File: src/rtl/mapper_pkg.sv
package mapper_pkg;
  localparam int PRIO_N = 8;
  localparam int PRIO_W = $clog2(PRIO_N);

  // strobes from control to datapath
  typedef struct packed {
    logic [PRIO_N-1:0] enqHit;
    logic [PRIO_N-1:0] deqHit;
    logic [PRIO_N-1:0] target;
  } ctrl_t;
endpackage

File: src/rtl/mapper_ctrl.sv
module mapper_ctrl
  import mapper_pkg::*;
(
  input  logic              clk,
  input  logic              rstN,
  input  logic              verifyOk,
  input  logic              maskWr,
  input  logic [PRIO_N-1:0] maskData,
  input  logic              enqValid,
  input  logic [PRIO_W-1:0] enqPrio,
  input  logic              deqValid,
  input  logic [PRIO_W-1:0] deqPrio,
  output ctrl_t             strb
);
  logic [PRIO_N-1:0] pendMask;

  always_ff @(posedge clk) begin
    if (!rstN)       pendMask <= '0;
    else if (maskWr) pendMask <= maskData;
  end

  for (genvar i = 0; i < PRIO_N; i++) begin : g_dec
    assign strb.enqHit[i] = enqValid && (enqPrio == PRIO_W'(i));
    assign strb.deqHit[i] = deqValid && (deqPrio == PRIO_W'(i));
  end

  // unverified link: everything heads back to express
  assign strb.target = verifyOk ? pendMask : '0;
endmodule

File: src/rtl/mapper_dp.sv
module mapper_dp
  import mapper_pkg::*;
#(
  parameter int CNT_W = 4
) (
  input  logic              clk,
  input  logic              rstN,
  input  ctrl_t             strb,
  output logic [PRIO_N-1:0] effMask,
  output logic [PRIO_N-1:0] pendChange,
  output logic              underflowErr
);
  localparam logic [CNT_W-1:0] CNT_MAX = {CNT_W{1'b1}};

  logic [PRIO_N-1:0] isEmpty;
  logic [PRIO_N-1:0] underHit;

  for (genvar i = 0; i < PRIO_N; i++) begin : g_prio
    logic [CNT_W-1:0] occ;
    logic enq, deq;
    assign enq = strb.enqHit[i];
    assign deq = strb.deqHit[i];
    assign isEmpty[i] = (occ == '0);
    assign underHit[i] = deq && !enq && isEmpty[i];

    always_ff @(posedge clk) begin
      if (!rstN) begin
        occ <= '0;
      end else if (enq && !deq) begin
        if (occ != CNT_MAX) occ <= occ + 1'b1;
      end else if (deq && !enq) begin
        if (!isEmpty[i]) occ <= occ - 1'b1;
      end
    end

    always_ff @(posedge clk) begin
      if (!rstN)                   effMask[i] <= 1'b0;
      else if (isEmpty[i] && !enq) effMask[i] <= strb.target[i];
    end
  end

  always_ff @(posedge clk) begin
    if (!rstN)          underflowErr <= 1'b0;
    else if (|underHit) underflowErr <= 1'b1;
  end

  assign pendChange = strb.target ^ effMask;
endmodule

File: src/rtl/prio_queue_mapper.sv
module prio_queue_mapper
  import mapper_pkg::*;
#(
  parameter int CNT_W = 4
) (
  input  logic              clk,
  input  logic              rstN,
  input  logic              verifyOk,
  input  logic              maskWr,
  input  logic [PRIO_N-1:0] maskData,
  input  logic              enqValid,
  input  logic [PRIO_W-1:0] enqPrio,
  input  logic              deqValid,
  input  logic [PRIO_W-1:0] deqPrio,
  output logic              enqToPreempt,
  output logic [PRIO_N-1:0] effMask,
  output logic [PRIO_N-1:0] pendChange,
  output logic              underflowErr
);
  ctrl_t strb;

  mapper_ctrl u_ctrl (
    .clk(clk), .rstN(rstN), .verifyOk(verifyOk),
    .maskWr(maskWr), .maskData(maskData),
    .enqValid(enqValid), .enqPrio(enqPrio),
    .deqValid(deqValid), .deqPrio(deqPrio),
    .strb(strb)
  );

  mapper_dp #(.CNT_W(CNT_W)) u_dp (
    .clk(clk), .rstN(rstN), .strb(strb),
    .effMask(effMask), .pendChange(pendChange),
    .underflowErr(underflowErr)
  );

  assign enqToPreempt = enqValid && effMask[enqPrio];
endmodule

File: config.mk
export PLATFORM = sky130hd
export DESIGN_NAME = prio_queue_mapper
export DESIGN_NICKNAME = d
export VERILOG_FILES = /design/src/rtl/mapper_pkg.sv /design/src/rtl/mapper_ctrl.sv /design/src/rtl/mapper_dp.sv /design/src/rtl/prio_queue_mapper.sv
export SDC_FILE = /design/constraint.sdc
export NUM_CORES = 1
export LEC_CHECK = 0
export ABC_AREA = 1
export CORE_ASPECT_RATIO = 0.6
export CORE_MARGIN = 5
export CORE_UTILIZATION = 50
export DETAILED_ROUTE_END_ITERATION = 6
export DONT_BUFFER_PORTS = 1
export GPL_TIMING_DRIVEN = 0
export PLACE_DENSITY_LB_ADDON = 0.05
export SLEW_MARGIN = 25
export SYNTH_ARGS = -nofsm -noshare
export SYNTH_HDL_FRONTEND = slang
export SYNTH_SLANG_ARGS = --single-unit
export TNS_END_PERCENT = 20
File: constraint.sdc
create_clock -name clk -period 2.6 [get_ports clk]
set_input_delay 0.78 -clock clk [delete_from_list [all_inputs] [get_ports clk]]
set_output_delay 0.78 -clock clk [all_outputs]
set_load 0.02 [all_outputs]
* Word-level counts from Yosys, hierarchy flattened
Cells that the tools add are included.
** Operators by class
- $add $sub $neg :: 16
- Magnitude comparators :: 1
- Eq/ne operators :: 38
- Muxes and demuxes :: 35
- Bitwise operators :: 1
- Reduce and logical (&&, ||, !) cells :: 92
** Operator list (number)
- 4-bit 2-to-1 mux :: 32
- 1-bit logical AND :: 49
- 4-bit by 1-bit adder with 4-bit output, second input constant :: 8
- 4-bit zero test :: 8
- 2-bit != test, second input constant :: 16
- 4-bit != test, second input constant :: 8
- 4-bit by 1-bit subtractor with 4-bit output, second input constant :: 8
- 3-bit equality test, second input constant :: 8
- 3-bit AND reduction :: 8
- 1-bit zero test :: 16
- 2-bit nonzero test :: 8
- 3-bit by 2-bit equality test with 1-bit output, second input constant :: 4
- 8-bit 2-to-1 mux :: 1
- 8-bit OR reduction :: 1
- 8-bit XOR :: 1
- 3-bit by 1-bit equality test with 1-bit output, second input constant :: 2
- 3-bit zero test :: 2
- 3-bit by 4-bit less-than comparator with 1-bit output, second input constant :: 1
- 1-bit binary-select mux with 3-bit select :: 1
- 1-bit 2-to-1 mux :: 1
** Word-level totals
- Bits in registers :: 49
- Input bits :: 20
- Output and inout port bits :: 18

* Depth between registers and ports, before layout
Gate-level depths: netlist (run 1).
- Depth after elaboration :: 6
- Depth in mapped cells :: 16
- Depth with buffers taken out :: 16

* By module
A second synthesis (run 1) with hierarchy kept.
** Second synthesis, totals
- Cell total of the unflattened synthesis :: 591
- Area total of the unflattened synthesis :: 3622.2 um^2
** Modules (own cells, without submodules)
- mapper_dp :: times used 1, cells an instance 462, area an instance 2940.3 um^2
- mapper_ctrl :: times used 1, cells an instance 102, area an instance 574.3 um^2
- prio_queue_mapper :: times used 1, cells an instance 27, area an instance 107.6 um^2

* Least setup slack after synthesis (run 1)
Ideal clock, no wire load.
- Kind :: input to register
- From :: input port enqPrio[0]
- To :: register u_dp.g_prio[4].occ[3]
- Setup time :: 0.132 ns
- Data arrival time :: 2.169 ns
- Path slack :: 0.298 ns
- Stages :: 11
- Cell sequence :: nor2_1 > inv_2 > nor2_4 > ha_1 > inv_1 > ha_1 > a21oi_1 > nand2_1 > xor2_1 > nand2_1 > a21oi_1
** On the way
- Longest elaborated chain between the ends :: 6
- Elaborated cells between the ends (all ways) :: 10
- Those cells by class :: eq/ne: 3; mux: 1; reduce/logical: 6
** RTL lines
- start: declaration :: line prio_queue_mapper.sv:12 : input logic [PRIO_W-1:0] enqPrio,
- 3-bit equality test * :: line mapper_ctrl.sv:23 : assign strb.enqHit[i] = enqValid && (enqPrio == PRIO_W'(i));
- 1-bit logical AND * :: line mapper_ctrl.sv:23
- 1-bit zero test :: line mapper_dp.sv:31 : end else if (deq && !enq) begin
- 1-bit logical AND :: line mapper_dp.sv:31
- 2-bit nonzero test (no source line)
- 3-bit AND reduction (no source line)
- end signal: assignment :: line mapper_dp.sv:30 : if (occ != CNT_MAX) occ <= occ + 1'b1;
- end signal: assignment :: line mapper_dp.sv:32 : if (!isEmpty[i]) occ <= occ - 1'b1;
- end: declaration :: line mapper_dp.sv:19 : logic [CNT_W-1:0] occ;
Every way passes the cells marked *; elsewhere a longest branch is shown, timed or not.
A chain may end at the register's enable or synchronous reset.

* Worst setup path after layout (run 1)
- From :: input port verifyOk
- To :: output port pendChange[6]
** On the way
- Longest elaborated chain between the ends :: 2
** RTL lines
- start: declaration :: line prio_queue_mapper.sv:8 : input logic verifyOk,
- 8-bit 2-to-1 mux :: line mapper_ctrl.sv:28 : assign strb.target = verifyOk ? pendMask : '0;
- 8-bit XOR :: line mapper_dp.sv:47 : assign pendChange = strb.target ^ effMask;
- end: declaration :: line prio_queue_mapper.sv:17 : output logic [PRIO_N-1:0] pendChange,
No other way between the ends.

==> key figures, run 1 <==
Outcome
  • Outcome: completed

Placed design
  • Final HPWL DP: 6250 µm
  • GPL Wtd Cong: 0.845
  • Port Buffers: 0

CTS
  • CTS Buffer Depth: 2
  • Worst skew pair latency: 0.30 ns
  • Clk sink count: 49
  • Clk slew on worst S/H paths: 0.07 ns
  • H-Tree Depth: 2
  • Post-CTS setup buffer count: 0
  • Hold-fix buffers, CTS: 0
  • CTS tree: built
  • Root Buffer Master: clkbuf_16
  • PostCTS Resize Cnt: 0
  • Num CTS Buffers: 5

Die
  • Core Region: just under 7000 µm²
  • Site Rows: 23
  • Die X: roughly 120 µm
  • Die footprint: 8930 µm²
  • Die Ht: 75.2 µm
  • Initial Utilization: 52.2%
  • Top-level I/O count: 38

Logic synthesis
  • Synthesized flop and latch total: 49
  • Post-Syn Area per Cell: 7.33 µm²
  • Warnings from Yosys: 0
  • Sequential area share after synthesis: between 20 and 30%
  • Mapped Cells: 484
  • Cell Area, Synth: 3550 µm²
  • Netlist cell types: 27
  • Synth Net Count: 544

Drt
  • Via/cell ratio: approximately 5.1
  • DRT iter0 DRCs: 166
  • DRC viols: 0
  • Detail Route Antenna Nets: 0
  • Routed vias: 2,959
  • Routed WL: between 7000 and 8000 µm
  • DR pass1 iterations: 5
  • Average wire per standard cell: approximately 14 µm

Critical path
  • Worst EP required: 1.82 ns
  • R2R Path Start: u_dp.g_prio[0].occ[1]$_SDFFE_PN0P_
  • R2R setup slack: 1.18 ns
  • CP max FO: 8
  • Worst Reg-to-Reg Cells: 7
  • Critical-path top delay cell: xnor2_1
  • End of the worst register-to-register path: u_dp.g_prio[0].occ[2]$_SDFFE_PN0P_
  • Worst-path cell chain: clkbuf_1, nand2_1, xnor2_1
  • Worst path max stage delay: about 0.44 ns
  • CP endpoint kind: primary output
  • CP arrival: 1.68 ns
  • Worst Setup Path Type: input pin to primary output
  • Startpoint types: input pin

Timing
  • FMAX: 406 MHz
  • Crit share post-route: 94.7%
  • Fin. max-slew vios: 0
  • Setup violations, final: 0
  • Fin crit period: about 2.5 ns
  • Worst hold-check slack: 0.499 ns
  • Unrepaired setup endpoints after global routing: false
  • Fin Setup TNS: 0 ns
  • Worst-margin pin slew: 0.665 ns
  • Relative slew slack: about 56%
  • Skew final: 0.00364 ns
  • Endpoints failing hold: 0

Global routing
  • First-pass GRT wire length: 13,400 µm
  • Largest net degree at the start of global routing: 16
  • Global Route Usage Sum: 18.9%
  • Overflow after GRT: 0
  • Initial antenna violation count: 0
  • Vias in the first global route: 2,763

Layout
  • Share of layout cells above drive strength 1: 9.35%
  • Layout Nets: around 550
  • # diodes: 0
  • Area growth syn-to-layout: 8.04%

Min path
  • Min-delay src: u_ctrl.pendMask[3]$_SDFFE_PN0P_
  • Worst Hold Class: flip-flop to flip-flop
  • Worst Hold Endpoint: u_ctrl.pendMask[3]$_SDFFE_PN0P_
  • WHS Path Cells: 2

Flow run
  • Max_cap viols: 0

Power
  • Peak supply drop: 222 µV
  • Pwr Total: 1.88 mW
  • Leakage: 1.65 nW
  • Pwr Density: roughly 490 nW/µm²
[metal layers]
metal  share of wire (%)  track usage [%]  wire [µm]
met1                  53             27.2       4120
met2                  40             28.4       3160
met3                 6.0             5.18        471
met4                 1.0             4.62         78
met5                   0                0          0
[cell usage after synthesis]
cell type,count,area share (%)
ha_1,33,12
nand3_2,7,2.0
and2_1,1,0.18
o21ai_1,8,1.1
nor2_2,12,2.1
nand3_1,28,4.0
nand2_1,57,6.0
clkbuf_2,1,0.14
inv_1,80,8.5
o21ai_0,30,4.2
nand2_4,1,0.32
nor3_1,1,0.14
nor2_8,1,0.56
nand4_2,1,0.35
nand4_1,14,2.5
nor2_4,7,2.2
xor2_1,14,3.5
a21oi_1,46,6.5
nor2_1,52,5.5
dfxtp_1,49,28
xnor2_1,17,4.2
a22oi_1,4,0.85
nand3b_4,1,0.56
inv_2,6,0.63
inv_6,1,0.25
fa_1,7,4.0
clkbuf_1,5,0.53
[logic make-up (layout without fill, tap and decap cells)]
family                   count (synthesis)  count (layout)  share of synthesized area, %
flip-flops                              49              49                          27.7
buffers and inverters                   93             101                          10.0
XOR/XNOR                                31              31                          7.65
adder cells (fa/ha/maj)                 40              40                          15.6
AO/OA/AOI/OAI                           88              88                          12.7
AND/OR/NAND/NOR                        183             183                          26.4
[cell type report]
type | count | area (µm²)
Sequential cell | 49 | 981
Clock inverter | 2 | 37.5
Buffer | 6 | 23.8
Multi-Input combinational cell | 342 | 2210
Fill cell | 646 | 2960
Clock buffer | 6 | 139
Inverter | 87 | 332
Tap cell | 87 | 109
[report_power, final]
part	internal, mW	switching [mW]	total (mW)
registers	0.780	0.0472	0.827
logic	0.0927	0.170	0.263
clock network	0.481	0.305	0.786
total	1.35	0.522	1.88
[metrics by stage]
| step | util [%] | instances | instance area [µm²] | setup slack [ns] |
|---|---|---|---|---|
| 3_3_place_gp | 53.8 | 571 | 3660 | 0.0915 |
| 6_report | 56.4 | 579 | 3830 | 0.137 |
| 5_1_grt | 56.4 | 579 | 3830 | 0.0432 |
| 4_1_cts | 56.4 | 579 | 3830 | 0.109 |
| 3_5_place_dp | 53.8 | 571 | 3660 | 0.0690 |
| 2_1_floorplan | - | 484 | 3550 | 0.298 |
[cells in the final DEF, fill, tap and decap left out]
cell        count
nand3_2         7
o21ai_1         8
clkbuf_8        1
nor2_2         12
clkinvlp_4      1
inv_6           1
clkbuf_1        5
xnor2_1        17
nor2_8          1
inv_2           6
nand4_2         1
nor2_1         52
clkbuf_2        1
nand3b_4        1
and2_1          1
bufinv_16       1
dfxtp_1        49
nand2_1        57
a22oi_1         4
inv_1          80
a21oi_1        46
xor2_1         14
ha_1           33
nor3_1          1
nand2_4         1
clkbuf_16       5
nor2_4          7
nand3_1        28
nand4_1        14
o21ai_0        30
fa_1            7
[how the worst max path moves through the flow]
stage	from	to	slack [ns]	depth (start not counted)
3_3_place_gp	deqValid	u_dp.g_prio[2].occ[3]$_SDFFE_PN0P_	0.09	13
2_1_floorplan	enqPrio[0]	u_dp.g_prio[4].occ[3]$_SDFFE_PN0P_	0.30	11
6_report	verifyOk	pendChange[6]	0.14	3
3_5_place_dp	deqValid	u_dp.g_prio[3].occ[3]$_SDFFE_PN0P_	0.07	13
5_1_grt	verifyOk	pendChange[6]	0.04	3
4_1_cts	verifyOk	pendChange[6]	0.11	3
[critical path, delay by kind of cell]
| kind | cells | cell delay (ns) |
|---|---|---|
| simple gates | 1 | 0.20 |
| buf+inv | 1 | 0.26 |
| xor+xnor | 1 | 0.44 |
[flip-flops by register name, summed over array words and instances (netlist names)]
| signal | count |
|---|---|
| u_dp.underflowErr | 1 |
| u_dp.g_prio.occ | 32 |
| u_ctrl.pendMask | 8 |
| u_dp.effMask | 8 |
No activity file was read; power rests on OpenSTA's default activity.
==> run 2, diff against run 1 <==
--- a/config.mk
+++ b/config.mk
@@ -5,7 +5,6 @@
 export SDC_FILE = /design/constraint.sdc
 export NUM_CORES = 1
 export LEC_CHECK = 0
-export ABC_AREA = 1
 export CORE_ASPECT_RATIO = 0.6
 export CORE_MARGIN = 5
 export CORE_UTILIZATION = 50
==> run 2 against run 1 <==
Net effect:
- wire length is 6.6% lower
- sequential share of layout area rose by 1.6 points
- fmax fell by 3.3%
- clock power fell by 37%
- register-to-register slack lost 0.41 ns
- critical endpoint is now pendChange[1]
- global-route usage fell by 0.79 points
==> key figures, run 2 <==
CTS
  • Num CTS Buffers: 5 (unchanged)
  • CTS tree: built (unchanged)
  • Root Buffer Master: clkbuf_8 (was clkbuf_16)
  • Hold-fix buffers, CTS: 0 (unchanged)
  • CTS Buffer Depth: 2 (unchanged)
  • H-Tree Depth: 2 (unchanged)
  • Worst skew pair latency: 0.32 ns (was 0.30 ns)
  • Post-CTS setup buffer count: 0 (unchanged)
  • Clk sink count: 49 (unchanged)
  • Clk slew on worst S/H paths: 0.09 ns (was 0.07 ns)

Logic synthesis
  • Cell Area, Synth: 3250 µm² (was 3550 µm²)
  • Yosys top cell by area: dfxtp_1 (unchanged)
  • Post-Syn Area per Cell: 8.79 µm² (was 7.33 µm²)
  • Asr flop ratio synth: 0% (unchanged)
  • Warnings from Yosys: 0 (unchanged)
  • Synth Net Count: 430 (was 544)
  • Synth cell count leaders: dfxtp_1 (49), nor2_1 (41), ha_1 (33) (was inv_1 (80), nand2_1 (57), nor2_1 (52))
  • Mapped Cells: 370 (was 484)
  • Synth Flop Type: dfxtp_1 (unchanged)
  • EDFF count, synth: 0 (unchanged)
  • Synthesized flop and latch total: 49 (unchanged)
  • Post-synth top area share: 30.2% (was 27.7%)
  • Most common cell in the netlist: dfxtp_1 (was inv_1)
  • Netlist cell types: 42 (was 27)
  • Sequential area share after synthesis: 30.2% (was 27.7%)
  • Synth top area cells: dfxtp_1 (30%), ha_1 (13%), mux2i_1 (6.2%), xnor2_1 (5.1%), nor2_1 (4.7%) (was dfxtp_1 (28%), ha_1 (12%), inv_1 (8.5%), a21oi_1 (6.5%), nand2_1 (6.0%))

Critical path
  • End of the worst register-to-register path: u_dp.g_prio[6].occ[1]$_SDFFE_PN0P_ (was u_dp.g_prio[0].occ[2]$_SDFFE_PN0P_)
  • Worst Setup Path Type: input pin to primary output (unchanged)
  • Worst path max stage delay: 0.43 ns (was 0.44 ns)
  • CP arrival: 1.77 ns (was 1.68 ns)
  • Worst Reg-to-Reg Cells: 5 (was 7)
  • R2R setup slack: 0.77 ns (was 1.18 ns)
  • Worst-path cell chain: clkbuf_1, nand2_1, xnor2_2 (was clkbuf_1, nand2_1, xnor2_1)
  • CP max FO: 10 (was 8)
  • Critical-path top delay cell: clkbuf_1 (was xnor2_1)
  • Startpoint types: input pin (unchanged)
  • Worst EP required: 1.82 ns (about the same)
  • R2R Path Start: u_dp.g_prio[6].occ[0]$_SDFFE_PN0P_ (was u_dp.g_prio[0].occ[1]$_SDFFE_PN0P_)
  • CP endpoint kind: primary output (unchanged)

Layout
  • Area growth syn-to-layout: 10.8% (was 8.04%)
  • Commonest non-fill, non-tap cells in the layout: dfxtp_1 (49), nor2_1 (38), inv_1 (27), ha_1 (25), a21oi_1 (24) (was inv_1 (80), nand2_1 (57), nor2_1 (52), dfxtp_1 (49), a21oi_1 (46))
  • Top reg by flops: u_dp.g_prio.occ (unchanged)
  • Share of layout cells above drive strength 1: 13.8% (was 9.35%)
  • Biggest regs: u_dp.g_prio.occ (32), u_ctrl.pendMask (8), u_dp.effMask (8) (unchanged)
  • Core Util, Final: 57.9% (was 56.4%)
  • Layout Nets: 437 (was 551)
  • Commonest non-fill, non-tap cell in the layout: dfxtp_1 (was inv_1)
  • Non-Filler Instances: 462 (was 579)
  • Fillers: 560 (was 646)
  • Register area: 981 µm² (unchanged)
  • # diodes: 0 (unchanged)
  • Largest register FFs: 32 (unchanged)
  • Multi-input logic area: 2260 µm² (was 2210 µm²)

Global routing
  • Global Route Usage Sum: 18.1% (was 18.9%)
  • Largest net degree at the start of global routing: 16 (unchanged)
  • Initial antenna violation count: 0 (unchanged)
  • First-pass GRT wire length: 11,800 µm (was 13,400 µm)
  • Overflow after GRT: 0 (unchanged)
  • Vias in the first global route: 2,293 (was 2,763)

Placed design
  • GPL Wtd Cong: 0.815 (was 0.845)
  • Port Buffers: 0 (unchanged)
  • Final HPWL DP: 5740 µm (was 6250 µm)
  • Placed Instances: 454 (was 571)

Die
  • Die Ht: 72.5 µm (was 75.2 µm)
  • Site Rows: 22 (was 23)
  • Die footprint: 8270 µm² (was 8930 µm²)
  • Initial Utilization: 52.3% (was 52.2%)
  • Core Region: 6220 µm² (was 6790 µm²)
  • Top-level I/O count: 38 (unchanged)
  • Die X: 114 µm (was 119 µm)

Flow run
  • Max_cap viols: 0 (unchanged)

Timing
  • Setup violations, final: 0 (unchanged)
  • Relative slew slack: 52.5% (was 55.7%)
  • Unrepaired setup endpoints after global routing: true (was false)
  • Worst-margin pin slew: 0.706 ns (was 0.665 ns)
  • Endpoints failing hold: 0 (unchanged)
  • Fin crit period: 2.55 ns (was 2.46 ns)
  • Fin Setup TNS: 0 ns (unchanged)
  • Fin. max-slew vios: 0 (unchanged)
  • Crit share post-route: 98.0% (was 94.7%)
  • FMAX: 393 MHz (was 406 MHz)
  • Skew final: 0.00973 ns (was 0.00364 ns)

Drt
  • DRT iter0 DRCs: 197 (was 166)
  • DR pass1 iterations: 4 (was 5)
  • Routed vias: 2,588 (was 2,959)
  • Detail Route Antenna Nets: 0 (unchanged)
  • DRC viols: 0 (unchanged)
  • Routed WL: 7310 µm (was 7830 µm)
  • Max Used Layer: met4 (unchanged)
  • Average wire per standard cell: 15.8 µm (was 13.5 µm)
  • Via/cell ratio: 5.60 (was 5.11)
  • WL met2: 2910 µm (was 3160 µm)
  • Met3 WL: 395 µm (was 471 µm)
  • Met1 WL: 3890 µm (was 4120 µm)

Min path
  • Min-delay src: u_dp.g_prio[1].occ[3]$_SDFFE_PN0P_ (was u_ctrl.pendMask[3]$_SDFFE_PN0P_)
  • Worst Hold Class: flip-flop to flip-flop (unchanged)
  • WHS Path Cells: 2 (unchanged)
  • Worst Hold Endpoint: u_dp.g_prio[1].occ[3]$_SDFFE_PN0P_ (was u_ctrl.pendMask[3]$_SDFFE_PN0P_)

Power
  • Leakage: 1.57 nW (was 1.65 nW)
  • Pwr Density: 421 nW/µm² (was 489 nW/µm²)
  • Peak supply drop: 196 µV (was 222 µV)

Outcome
  • Outcome: completed (unchanged)
[run 2: cell types whose count changed after synthesis, sizes merged, moves of 18 or more]
cell,before,now
a21oi,46,28
inv,87,30
mux2i,0,20
nand2,58,23
nand3,35,5
nor2,72,41
o21ai,38,13
[run 2: per-layer routing]
metal,up-vias,track usage (%)
li1,1312,-
met1,1208,26.8
met2,54,25.9
met3,14,4.17
met4,0,6.19
met5,-,0
[run 2: repair_timing]
action | CTS | global route
pin swaps | 0 | 1
cloned | 0 | 0
gates resized for setup | 2 | 7
endpoints found under the setup margin | 2 | 8
[run 2: layout make-up]
class | instances | share of cell area [%]
sequential | 49 | 27.2
buffer | 7 | 1.32
multi-input combinational | 284 | 62.7
inverter | 30 | 3.12
tap | 84 | 2.92
clock inverter | 2 | 0.382
clock buffer | 6 | 2.29
[run 2: critical path, delay by kind of cell]
family / cells / cell delay, ns
simple gates: 1 / 0.23
buf+inv: 1 / 0.43
xor+xnor: 1 / 0.33
[run 2: worst max path at each step]
stage | startpoint | end
2_1_floorplan | enqPrio[1] | u_dp.g_prio[1].occ[3]$_SDFFE_PN0P_
4_1_cts | verifyOk | pendChange[2]
6_report | verifyOk | pendChange[1]
5_1_grt | enqPrio[1] | u_dp.g_prio[2].occ[3]$_SDFFE_PN0P_
3_3_place_gp | enqPrio[1] | u_dp.g_prio[5].occ[3]$_SDFFE_PN0P_
3_5_place_dp | enqPrio[1] | u_dp.g_prio[7].occ[3]$_SDFFE_PN0P_
[run 2: metrics by stage]
step	hold WS [ns]	power [mW]	cell area, µm²	setup WS [ns]
after floorplan	0.459	0.988	3350	-0.0410
after global placement	0.474	1.03	3460	-0.220
after detailed placement	0.483	1.03	3460	-0.257
after CTS	0.500	1.53	3570	0.00404
after global routing	0.518	1.60	3600	-0.0656
final	0.502	1.52	3600	0.0526
[run 2: logic make-up (layout without fill, tap and decap cells)]
kind of cell | after synthesis | count (layout) | share of synthesized area, %
fa+ha+maj | 40 | 40 | 17.0
flops | 49 | 49 | 30.2
buf+inv | 37 | 45 | 4.27
xor+xnor | 30 | 30 | 8.08
mux | 22 | 22 | 7.54
simple gates | 117 | 117 | 17.9
compound gates | 75 | 75 | 15.1
[run 2: where the power goes]
part           total (mW)  switching, mW  internal [mW]
combinational       0.220          0.126         0.0939
sequential          0.802         0.0305          0.772
clock               0.495          0.279          0.216
total                1.52          0.435           1.08
==> run 3, diff against run 2 <==
--- a/config.mk
+++ b/config.mk
@@ -12,6 +12,7 @@
 export DONT_BUFFER_PORTS = 1
 export GPL_TIMING_DRIVEN = 0
 export PLACE_DENSITY_LB_ADDON = 0.05
+export RECOVER_POWER = 25
 export SLEW_MARGIN = 25
 export SYNTH_ARGS = -nofsm -noshare
 export SYNTH_HDL_FRONTEND = slang
==> run 3 against run 2 <==
Net effect:
- wire length about the same
- flip-flop and latch count unchanged
- fmax about the same
- hold slack better by 0.00065 ns
- final area down 0.35%
- worst setup slack about the same
- clock power about the same
- core utilization down 0.20 points
- first-iteration DRC count up 3.0%
- clock-buffer cell count unchanged
- global-route usage unchanged
- largest power group unchanged
==> key figures, run 3 (synthesized netlist as in run 2, its figures left out) <==
Die
  • Top-level I/O count: 38 (unchanged)
  • Site Rows: 22 (unchanged)
  • Die footprint: 8270 µm² (unchanged)
  • Core Region: 6220 µm² (unchanged)
  • Initial Utilization: 52.3% (unchanged)
  • Die Ht: 72.5 µm (unchanged)
  • Die X: 114 µm (unchanged)

Drt
  • DRC viols: 0 (unchanged)
  • DRT iter0 DRCs: 203 (was 197)
  • Detail Route Antenna Nets: 0 (unchanged)
  • Average wire per standard cell: 15.8 µm (about the same)
  • Routed WL: 7320 µm (was 7310 µm)
  • DR pass1 iterations: 4 (unchanged)
  • Routed vias: 2,581 (was 2,588)
  • Via/cell ratio: 5.59 (was 5.60)

Power
  • Pwr Density: 422 nW/µm² (was 421 nW/µm²)
  • Leakage: 1.57 nW (about the same)
  • Peak supply drop: 196 µV (about the same)
  • Pwr Total: 1.52 mW (about the same)

Layout
  • Final std cell area, no fill: 3590 µm² (was 3600 µm²)
  • Area growth syn-to-layout: 10.4% (was 10.8%)
  • Commonest non-fill, non-tap cells in the layout: dfxtp_1 (49), nor2_1 (38), inv_1 (27), ha_1 (25), a21oi_1 (24) (unchanged)
  • Core Util, Final: 57.7% (was 57.9%)
  • Largest register FFs: 32 (unchanged)
  • Layout Nets: 437 (unchanged)
  • # diodes: 0 (unchanged)
  • Top reg by flops: u_dp.g_prio.occ (unchanged)
  • Share of layout cells above drive strength 1: 13.2% (was 13.8%)
  • Biggest regs: u_dp.g_prio.occ (32), u_ctrl.pendMask (8), u_dp.effMask (8) (unchanged)
  • Commonest non-fill, non-tap cell in the layout: dfxtp_1 (unchanged)
  • Non-Filler Instances: 462 (unchanged)

Placed design
  • DP Area: 3460 µm² (unchanged)
  • Port Buffers: 0 (unchanged)
  • Final HPWL DP: 5740 µm (unchanged)
  • Placed Instances: 454 (unchanged)
  • Dpl ws: -0.257 ns (unchanged)
  • GPL Wtd Cong: 0.815 (unchanged)

Timing
  • Worst hold-check slack: 0.502 ns (about the same)
  • Relative slew slack: 39.3% (was 52.5%)
  • Setup violations, final: 0 (unchanged)
  • Unrepaired setup endpoints after global routing: true (unchanged)
  • Endpoints failing hold: 0 (unchanged)
  • Skew final: 0.0102 ns (was 0.00973 ns)
  • Fin Setup TNS: 0 ns (unchanged)
  • FMAX: 393 MHz (about the same)
  • Fin. max-slew vios: 0 (unchanged)
  • Crit share post-route: 98.0% (about the same)
  • Fin crit period: 2.55 ns (about the same)
  • Worst-margin pin slew: 0.902 ns (was 0.706 ns)
  • Final WS setup: 0.0529 ns (was 0.0526 ns)

Global routing
  • Global Route Usage Sum: 18.1% (unchanged)
  • First-pass GRT wire length: 11,800 µm (unchanged)
  • Vias in the first global route: 2,293 (unchanged)
  • Largest net degree at the start of global routing: 16 (unchanged)
  • Overflow after GRT: 0 (unchanged)
  • Initial antenna violation count: 0 (unchanged)

Critical path
  • Startpoint types: input pin (unchanged)
  • Crit path buf inv count: 1 (unchanged)
  • CP arrival: 1.77 ns (about the same)
  • Worst Setup Path Type: input pin to primary output (unchanged)
  • Worst-path cell chain: clkbuf_1, nand2_1, xnor2_2 (unchanged)
  • CP max FO: 10 (unchanged)
  • Critical-path top delay cell: clkbuf_1 (unchanged)
  • CP endpoint kind: primary output (unchanged)
  • Worst EP required: 1.82 ns (about the same)
  • Worst path max stage delay: 0.43 ns (about the same)
  • CP delay by family, top: buffers and inverters (unchanged)

CTS
  • H-Tree Depth: 2 (unchanged)
  • Clk sink count: 49 (unchanged)
  • Clk slew on worst S/H paths: 0.09 ns (about the same)
  • Root Buffer Master: clkbuf_8 (unchanged)
  • Post-CTS setup buffer count: 0 (unchanged)
  • Hold-fix buffers, CTS: 0 (unchanged)
  • Worst skew pair latency: 0.32 ns (about the same)
  • Num CTS Buffers: 5 (unchanged)
  • CTS Buffer Depth: 2 (unchanged)
  • CTS tree: built (unchanged)

Min path
  • Worst Hold Class: flip-flop to flip-flop (unchanged)

Outcome
  • Outcome: completed (unchanged)

Flow run
  • Max_cap viols: 0 (unchanged)
==> run 3: cell counts in the layout (fill, tap and decap cells not counted) <==
No cell type changed its count.
==> run 3: what timing repair did <==
action / CTS / global route
gates resized for setup: 2 / 7
pin swaps: 0 / 1
endpoints found under the setup margin: 2 / 8
==> run 3: worst reg2reg max path: cells and delay by family, from the launching register on <==
kind            cells  cell delay [ns]
simple gates        3             1.22
flops               1             0.39
compound gates      2             0.23
==> run 3: report_power, final <==
group / switching [mW] / internal (mW) / leakage, nW
registers: 0.0301 / 0.772 / 0.397
clock network: 0.279 / 0.216 / 0.0512
logic: 0.126 / 0.0932 / 1.12
==> run 3: cell type report <==
type	count	area [µm²]
fill	564	2630
multi-input combinational	284	2250
sequential	49	981
inverter	30	113
tap	84	105
clock buffer	6	82.6
buffer	7	47.5
clock inverter	2	13.8
==> run 3: worst paths after layout <==
kind                                 startpoint                                  to  slack (ns)  cells after the start
max                                    verifyOk                       pendChange[1]        0.05                      3
min          u_dp.g_prio[1].occ[3]$_SDFFE_PN0P_  u_dp.g_prio[1].occ[3]$_SDFFE_PN0P_        0.50                      2
max reg2reg  u_dp.g_prio[7].occ[0]$_SDFFE_PN0P_  u_dp.g_prio[7].occ[3]$_SDFFE_PN0P_        0.62                      5
min reg2reg  u_dp.g_prio[1].occ[3]$_SDFFE_PN0P_  u_dp.g_prio[1].occ[3]$_SDFFE_PN0P_        0.50                      2
==> run 3: metal layers <==
layer / global-route usage [%] / up-vias / routed length (µm)
met5: 0 / - / 0
met4: 6.19 / 0 / 119
met3: 4.17 / 12 / 384
met2: 25.9 / 51 / 2910
met1: 26.8 / 1204 / 3900
li1: - / 1314 / -
